File: src/rtl/muldiv_pkg.sv
package muldiv_pkg;

    typedef enum logic [5:0] {
        FN_MFHI  = 6'h10,
        FN_MTHI  = 6'h11,
        FN_MFLO  = 6'h12,
        FN_MTLO  = 6'h13,
        FN_MULT  = 6'h18,
        FN_MULTU = 6'h19,
        FN_DIV   = 6'h1A,
        FN_DIVU  = 6'h1B
    } md_func_e;

    typedef enum logic [1:0] {
        ENG_IDLE = 2'd0,
        ENG_MUL  = 2'd1,
        ENG_DIV  = 2'd2
    } md_eng_e;

endpackage

File: src/rtl/md_sign_prep.sv
module md_sign_prep #(
    parameter int W = 32
) (
    input  logic [W-1:0] a_i,
    input  logic [W-1:0] b_i,
    input  logic         is_signed_i,
    output logic [W-1:0] mag_a_o,
    output logic [W-1:0] mag_b_o,
    output logic         neg_a_o,
    output logic         neg_b_o
);
    always_comb begin
        neg_a_o = is_signed_i & a_i[W-1];
        neg_b_o = is_signed_i & b_i[W-1];
        mag_a_o = neg_a_o ? (~a_i + 1'b1) : a_i;
        mag_b_o = neg_b_o ? (~b_i + 1'b1) : b_i;
    end
endmodule

File: src/rtl/md_mul_step.sv
module md_mul_step #(
    parameter int W = 32
) (
    input  logic [2*W-1:0] work_i,
    input  logic [W-1:0]   mcand_i,
    output logic [2*W-1:0] work_o
);
    logic [W:0] sum;

    always_comb begin
        sum    = {1'b0, work_i[2*W-1:W]} + (work_i[0] ? {1'b0, mcand_i} : '0);
        work_o = {sum, work_i[W-1:1]};
    end
endmodule

File: src/rtl/md_div_step.sv
module md_div_step #(
    parameter int W = 32
) (
    input  logic [2*W-1:0] work_i,
    input  logic [W-1:0]   dvsr_i,
    output logic [2*W-1:0] work_o
);
    logic [W:0] trial;

    always_comb begin
        trial = work_i[2*W-1:W-1] - {1'b0, dvsr_i};
        if (trial[W]) begin
            work_o = {work_i[2*W-2:0], 1'b0};
        end else begin
            work_o = {trial[W-1:0], work_i[W-2:0], 1'b1};
        end
    end
endmodule

File: src/rtl/md_result_fix.sv
module md_result_fix #(
    parameter int W = 32
) (
    input  logic [2*W-1:0] work_i,
    input  logic           is_div_i,
    input  logic           neg_a_i,
    input  logic           neg_b_i,
    output logic [W-1:0]   hi_o,
    output logic [W-1:0]   lo_o
);
    logic [2*W-1:0] prod;
    logic [W-1:0]   quo;
    logic [W-1:0]   rem;

    always_comb begin
        prod = (neg_a_i ^ neg_b_i) ? (~work_i + 1'b1) : work_i;
        quo  = work_i[W-1:0];
        rem  = work_i[2*W-1:W];
        if (is_div_i) begin
            lo_o = (neg_a_i ^ neg_b_i) ? (~quo + 1'b1) : quo;
            hi_o = neg_a_i ? (~rem + 1'b1) : rem;
        end else begin
            lo_o = prod[W-1:0];
            hi_o = prod[2*W-1:W];
        end
    end
endmodule

File: src/rtl/muldiv_unit.sv
module muldiv_unit
    import muldiv_pkg::*;
#(
    parameter int W = 32
) (
    input  logic         clk,
    input  logic         rst_n,
    input  logic         start_i,
    input  logic [5:0]   func_i,
    input  logic [W-1:0] opa_i,
    input  logic [W-1:0] opb_i,
    output logic         busy_o,
    output logic         done_o,
    output logic         illegal_o,
    output logic [W-1:0] rdata_o,
    output logic         rvalid_o,
    output logic [W-1:0] hi_o,
    output logic [W-1:0] lo_o
);
    localparam int CNT_W = $clog2(W);
    localparam logic [CNT_W-1:0] LAST_CNT = CNT_W'(W - 1);

    typedef struct packed {
        logic             busy;
        md_eng_e          eng;
        logic [CNT_W-1:0] cnt;
        logic [2*W-1:0]   work;
        logic [W-1:0]     opnd;
        logic             neg_a;
        logic             neg_b;
        logic [W-1:0]     hi;
        logic [W-1:0]     lo;
        logic             done;
        logic             illegal;
        logic             rvalid;
        logic [W-1:0]     rdata;
    } md_state_t;

    md_state_t s_d, s_q;

    logic           accept;
    logic           is_signed_req;
    logic           is_div_req;
    logic           last_step;
    logic [W-1:0]   mag_a, mag_b;
    logic           neg_a, neg_b;
    logic [2*W-1:0] mul_nx, div_nx, step_work;
    logic [W-1:0]   fix_hi, fix_lo;

    assign accept        = start_i & ~s_q.busy;
    assign is_signed_req = (func_i == FN_MULT) || (func_i == FN_DIV);
    assign is_div_req    = (func_i == FN_DIV) || (func_i == FN_DIVU);
    assign last_step     = s_q.busy && (s_q.cnt == LAST_CNT);

    md_sign_prep #(.W(W)) u_prep (
        .a_i         (opa_i),
        .b_i         (opb_i),
        .is_signed_i (is_signed_req),
        .mag_a_o     (mag_a),
        .mag_b_o     (mag_b),
        .neg_a_o     (neg_a),
        .neg_b_o     (neg_b)
    );

    md_mul_step #(.W(W)) u_mul (
        .work_i  (s_q.work),
        .mcand_i (s_q.opnd),
        .work_o  (mul_nx)
    );

    md_div_step #(.W(W)) u_div (
        .work_i (s_q.work),
        .dvsr_i (s_q.opnd),
        .work_o (div_nx)
    );

    assign step_work = (s_q.eng == ENG_DIV) ? div_nx : mul_nx;

    md_result_fix #(.W(W)) u_fix (
        .work_i   (step_work),
        .is_div_i (s_q.eng == ENG_DIV),
        .neg_a_i  (s_q.neg_a),
        .neg_b_i  (s_q.neg_b),
        .hi_o     (fix_hi),
        .lo_o     (fix_lo)
    );

    always_comb begin
        s_d         = s_q;
        s_d.done    = 1'b0;
        s_d.illegal = 1'b0;
        s_d.rvalid  = 1'b0;
        if (s_q.busy) begin
            s_d.work = step_work;
            s_d.cnt  = s_q.cnt + 1'b1;
            if (last_step) begin
                s_d.busy = 1'b0;
                s_d.eng  = ENG_IDLE;
                s_d.hi   = fix_hi;
                s_d.lo   = fix_lo;
                s_d.done = 1'b1;
            end
        end else if (start_i) begin
            case (func_i)
                FN_MFHI: begin
                    s_d.rvalid = 1'b1;
                    s_d.rdata  = s_q.hi;
                end
                FN_MFLO: begin
                    s_d.rvalid = 1'b1;
                    s_d.rdata  = s_q.lo;
                end
                FN_MTHI: s_d.hi = opa_i;
                FN_MTLO: s_d.lo = opa_i;
                FN_MULT, FN_MULTU: begin
                    s_d.busy  = 1'b1;
                    s_d.eng   = ENG_MUL;
                    s_d.cnt   = '0;
                    s_d.work  = {{W{1'b0}}, mag_b};
                    s_d.opnd  = mag_a;
                    s_d.neg_a = neg_a;
                    s_d.neg_b = neg_b;
                end
                FN_DIV, FN_DIVU: begin
                    if (opb_i == '0) begin
                        s_d.hi   = '0;
                        s_d.lo   = '0;
                        s_d.done = 1'b1;
                    end else begin
                        s_d.busy  = 1'b1;
                        s_d.eng   = ENG_DIV;
                        s_d.cnt   = '0;
                        s_d.work  = {{W{1'b0}}, mag_a};
                        s_d.opnd  = mag_b;
                        s_d.neg_a = neg_a;
                        s_d.neg_b = neg_b;
                    end
                end
                default: s_d.illegal = 1'b1;
            endcase
        end
    end

    always_ff @(posedge clk) begin
        if (!rst_n) begin
            s_q <= '0;
        end else begin
            s_q <= s_d;
        end
    end

    assign busy_o    = s_q.busy;
    assign done_o    = s_q.done;
    assign illegal_o = s_q.illegal;
    assign rdata_o   = s_q.rdata;
    assign rvalid_o  = s_q.rvalid;
    assign hi_o      = s_q.hi;
    assign lo_o      = s_q.lo;

    AST_DONE_SINGLE: assert property (@(posedge clk) disable iff (!rst_n)
        done_o |=> !done_o);

    AST_ONE_EVENT: assert property (@(posedge clk) disable iff (!rst_n)
        $onehot0({done_o, illegal_o, rvalid_o}));

    AST_HILO_FROZEN: assert property (@(posedge clk) disable iff (!rst_n)
        (busy_o && !last_step) |=> ($stable(hi_o) && $stable(lo_o)));

    AST_ILLEGAL_IDLE: assert property (@(posedge clk) disable iff (!rst_n)
        illegal_o |-> !busy_o);

    AST_READ_IDLE: assert property (@(posedge clk) disable iff (!rst_n)
        rvalid_o |-> !busy_o);

    AST_ZERO_DIVISOR: assert property (@(posedge clk) disable iff (!rst_n)
        (accept && is_div_req && (opb_i == '0)) |=>
            (hi_o == '0 && lo_o == '0 && done_o && !busy_o));

endmodule

File: config.mk
export PLATFORM = sky130hd
export DESIGN_NAME = muldiv_unit
export DESIGN_NICKNAME = d
export VERILOG_FILES = /design/src/rtl/muldiv_pkg.sv /design/src/rtl/md_sign_prep.sv /design/src/rtl/md_mul_step.sv /design/src/rtl/md_div_step.sv /design/src/rtl/md_result_fix.sv /design/src/rtl/muldiv_unit.sv
export SDC_FILE = /design/constraint.sdc
export NUM_CORES = 1
export LEC_CHECK = 0
export ABC_AREA = 1
export BUFFER_PORTS_ARGS = -buffer_cell sky130_fd_sc_hd__buf_2
export CAP_MARGIN = 20
export CORE_MARGIN = 2
export CORE_UTILIZATION = 60
export DETAILED_ROUTE_END_ITERATION = 12
export HOLD_SLACK_MARGIN = 0.02
export PLACE_DENSITY = 0.84
export SLEW_MARGIN = 20
export SYNTH_ARGS = -nofsm -noshare
export SYNTH_HDL_FRONTEND = slang
export SYNTH_SLANG_ARGS = --single-unit
export TNS_END_PERCENT = 50
File: constraint.sdc
create_clock -name clk -period 11.53 [get_ports clk]
set_clock_uncertainty 0.05 [all_clocks]
set_input_delay 2.306 -clock clk [delete_from_list [all_inputs] [get_ports clk]]
set_output_delay 2.306 -clock clk [all_outputs]
set_load 0.01 [all_outputs]
==> qor.csv <==
metric,value,unit
status,finished clean,
most common cell in the synthesized netlist,nand2_1,
DP HPWL,57100,um
die width,183,um
Clock Power Share,0.449,
worst path arrival time,5920,ps
"Clk pin slew, worst setup/hold paths",60,ps
H-Tree Depth,1,
multi-input logic area,0.0122,mm2
Synth Area in Simple Gates,0.345,
Synth area leader,dfxtp_1,
Yosys reg bits,205,
post-synth cell types,63,
Slew HR,0.248,
Area Overhead vs Synth,5.87,%
gr ovfl total,0,
CTS Buf Count,25,
Root Buffer,clkbuf_16,
Ports,173,
initial antenna violation count,1,
register area,0.00411,mm2
switching pwr,609,uW
Max Slew Vio Count,0,
Top Usage Layer GRT,met1,
number of flops mapped to enable cells by yosys,0,
reg2reg start,s_q[164]$_SDFFE_PN0P_,
Hold Crit Depth,2,
final period utilization,0.479,
hold-fix buffers at CTS,0,
DR vias/cell,6.11,
Achievable Freq,181,MHz
Core Area,0.0315,mm2
CP Capture Type,flop,
Routed Antenna Nets,0,
type of the tightest min-delay check,reg2reg,
GR Util met2,0.589,
pin count of the biggest net entering global routing,120,
Setup Buffers After CTS,0,
Worst VDD drop,0.0921,mV
Synth Area in Adders,0.0479,
vias in the first global route,19439,
Routed WL,72900,um
sequential area share after synthesis,0.214,
post-synth top area share,0.214,
Startpoint Class,primary input,
Leakage Power,10.1,nW
hold_sp,s_q[201]$_SDFFE_PN0P_,
Worst-Margin Slew,1130,ps
switching share of power,0.311,
Min-Delay Endpoint,s_q[201]$_SDFFE_PN0P_,
# setup viols final,0,
xor/xnor cell area share of the yosys netlist,0.0371,
total vias in the final route,22023,
Crit Path Max Fanout,43,
die area,0.0333,mm2
Reg power frac,0.373,
gr usage total,0.426,
Global Route met3 Usage,0.108,
Power Dens Cells,96.8,mW/mm2
Mapped Nets,3345,
post_cts resized,0,
mux contribution to synthesized area,0,
R2R cell count,32,
Clock Path Buffers,3,
Int Power,1.35,mW
Yosys Warn Count,0,
ratio of cells with drive above 1 in the final layout,0.111,
Crit Path Category,in2reg,
Post-Synthesis Cells,3200,
Final Hold Fails,0,
Placer Congestion,1.03,
Reg2Reg Setup Slack,6560,ps
# fillers,3068,
"Avg Cell Area, Syn",5.98,um2
Compound-Gate Fraction of Synth Area,0.204,
global-route wire length before repair,111000,um
First-pass DRT Iterations,6,
initial core utilization,0.608,
clock latency on the worst-skew pair,560,ps
Period minus WS final,5530,ps
CP Data Required Time,11920,ps
RSZ-0062 raised after global routing,no,
Die Ht,183,um
Post-synth top flop,dfxtp_1,
IO buf count,172,
power consumption,1.96,mW
WL/cell,20.2,um
largest family of logic cells by synthesized area,simple AND/OR/NAND/NOR gates,
logic gate share of total power,0.178,
clk sinks,205,
Final nets,3330,
Post-synth top cells,"855 x nand2_1, 400 x inv_1, 255 x nor2_1",
initial DRC count,3164,
CTS tree,built,
"FFs w/ async S/R, synth",0,
FP Rows,65,
Synth area leaders,"dfxtp_1 21%, nand2_1 17%, inv_1 7.8%, nand3_1 5.9%, a21oi_1 5.5%",
DRC Markers,0,
maxcap violations,0,
post-route setup TNS,0,ps
area of the mapped netlist,0.0191,mm2
Reg2Reg Capture Point,hi_o[22]$_SDFFE_PN0P_,
grt met1 use,0.623,
==> logic make-up after synthesis <==
| kind of cell | count (synthesis) |
|---|---|
| buffers and inverters | 650 |
| adder cells (fa/ha/maj) | 72 |
| flip-flops | 205 |
| AND/OR/NAND/NOR | 1517 |
| XOR/XNOR | 81 |
| AO/OA/AOI/OAI | 675 |
==> routing by layer <==
layer | part of all wire | vias to the layer above
li1 | - | 10372
met5 | 0 | -
met4 | 0.047 | 0
met1 | 0.43 | 9990
met2 | 0.38 | 1498
met3 | 0.14 | 163
==> registers in the layout, indices dropped and copies added, names as in the netlist <==
register,cells
lo_o,32
s_q,105
rdata_o,32
done_o,1
hi_o,32
rvalid_o,1
illegal_o,1
busy_o,1
==> per-stage QoR <==
step                setup WS (ps)  utilization  hold WS [ps]  cells  instance area (um2)
global placement             5580        0.615           405   3559                19300
CTS                          5890        0.643           423   3603                20200
global route                 5740        0.644           447   3605                20300
finish                       6000        0.644           420   3605                20300
detailed placement           5420        0.615           414   3559                19300
floorplan                    6970            -           394   3200                19100
==> area by class of cell <==
class	count	area share
antenna	1	0.000124
clock buffer	33	0.0338
clock inverter	11	0.0101
inverter	416	0.0772
multi-input combinational	2345	0.601
sequential	205	0.203
tap	402	0.0248
timing repair buffer	192	0.0503
==> layout by cell type, fill, tap and decap left out, types with 21 or more instances in the layout <==
| cell type | Yosys | final |
|---|---|---|
| a22oi_1 | 45 | 45 |
| o21ai_1 | 21 | 21 |
| inv_1 | 400 | 397 |
| clkbuf_16 | 0 | 25 |
| nand2_1 | 855 | 854 |
| a31oi_1 | 78 | 78 |
| o21ai_0 | 199 | 199 |
| nand2_2 | 23 | 24 |
| nor3_1 | 36 | 33 |
| o22ai_1 | 33 | 33 |
| ha_1 | 70 | 70 |
| nand3_1 | 227 | 227 |
| a21oi_1 | 209 | 209 |
| xor2_1 | 49 | 49 |
| xnor2_1 | 32 | 32 |
| nor2_1 | 255 | 252 |
| dfxtp_1 | 205 | 204 |
| buf_2 | 20 | 172 |
| nand4_1 | 21 | 21 |
==> power groups by stage <==
stage | clock, mW | combinational (mW) | sequential, mW
2_1_floorplan | 0 | 0.245 | 0.742
3_3_place_gp | 0 | 0.329 | 0.746
3_5_place_dp | 0 | 0.335 | 0.746
4_1_cts | 0.873 | 0.337 | 0.731
5_1_grt | 0.902 | 0.381 | 0.732
6_report | 0.880 | 0.349 | 0.732
==> worst max-delay path, cell delays in order <==
cell and delay, ps:
buf_2 120, inv_1 120, ha_1 180, nand2_1 50, nor2_1 120, nand3_1 120
nor3_2 180, nand4_1 140, nor4b_2 320, nor2_1 90, buf_4 220, inv_2 340
a21oi_1 230, nor2_2 120, buf_4 370, inv_1 440, a31oi_1 300, a21oi_1 90
==> worst max-delay path by stage <==
stage	startpoint	endpoint	slack, ps	cells past startpoint
after floorplan	opb_i[0]	hi_o[11]$_SDFFE_PN0P_	6970	16
after global placement	opb_i[0]	s_q[200]$_SDFFE_PN0P_	5580	17
after detailed placement	opb_i[0]	s_q[200]$_SDFFE_PN0P_	5420	17
after CTS	opb_i[0]	s_q[200]$_SDFFE_PN0P_	5890	17
after global routing	opb_i[0]	lo_o[23]$_SDFFE_PN0P_	5740	18
final	opb_i[0]	hi_o[29]$_SDFFE_PN0P_	6000	18
No activity file was read; power rests on OpenSTA's default activity.
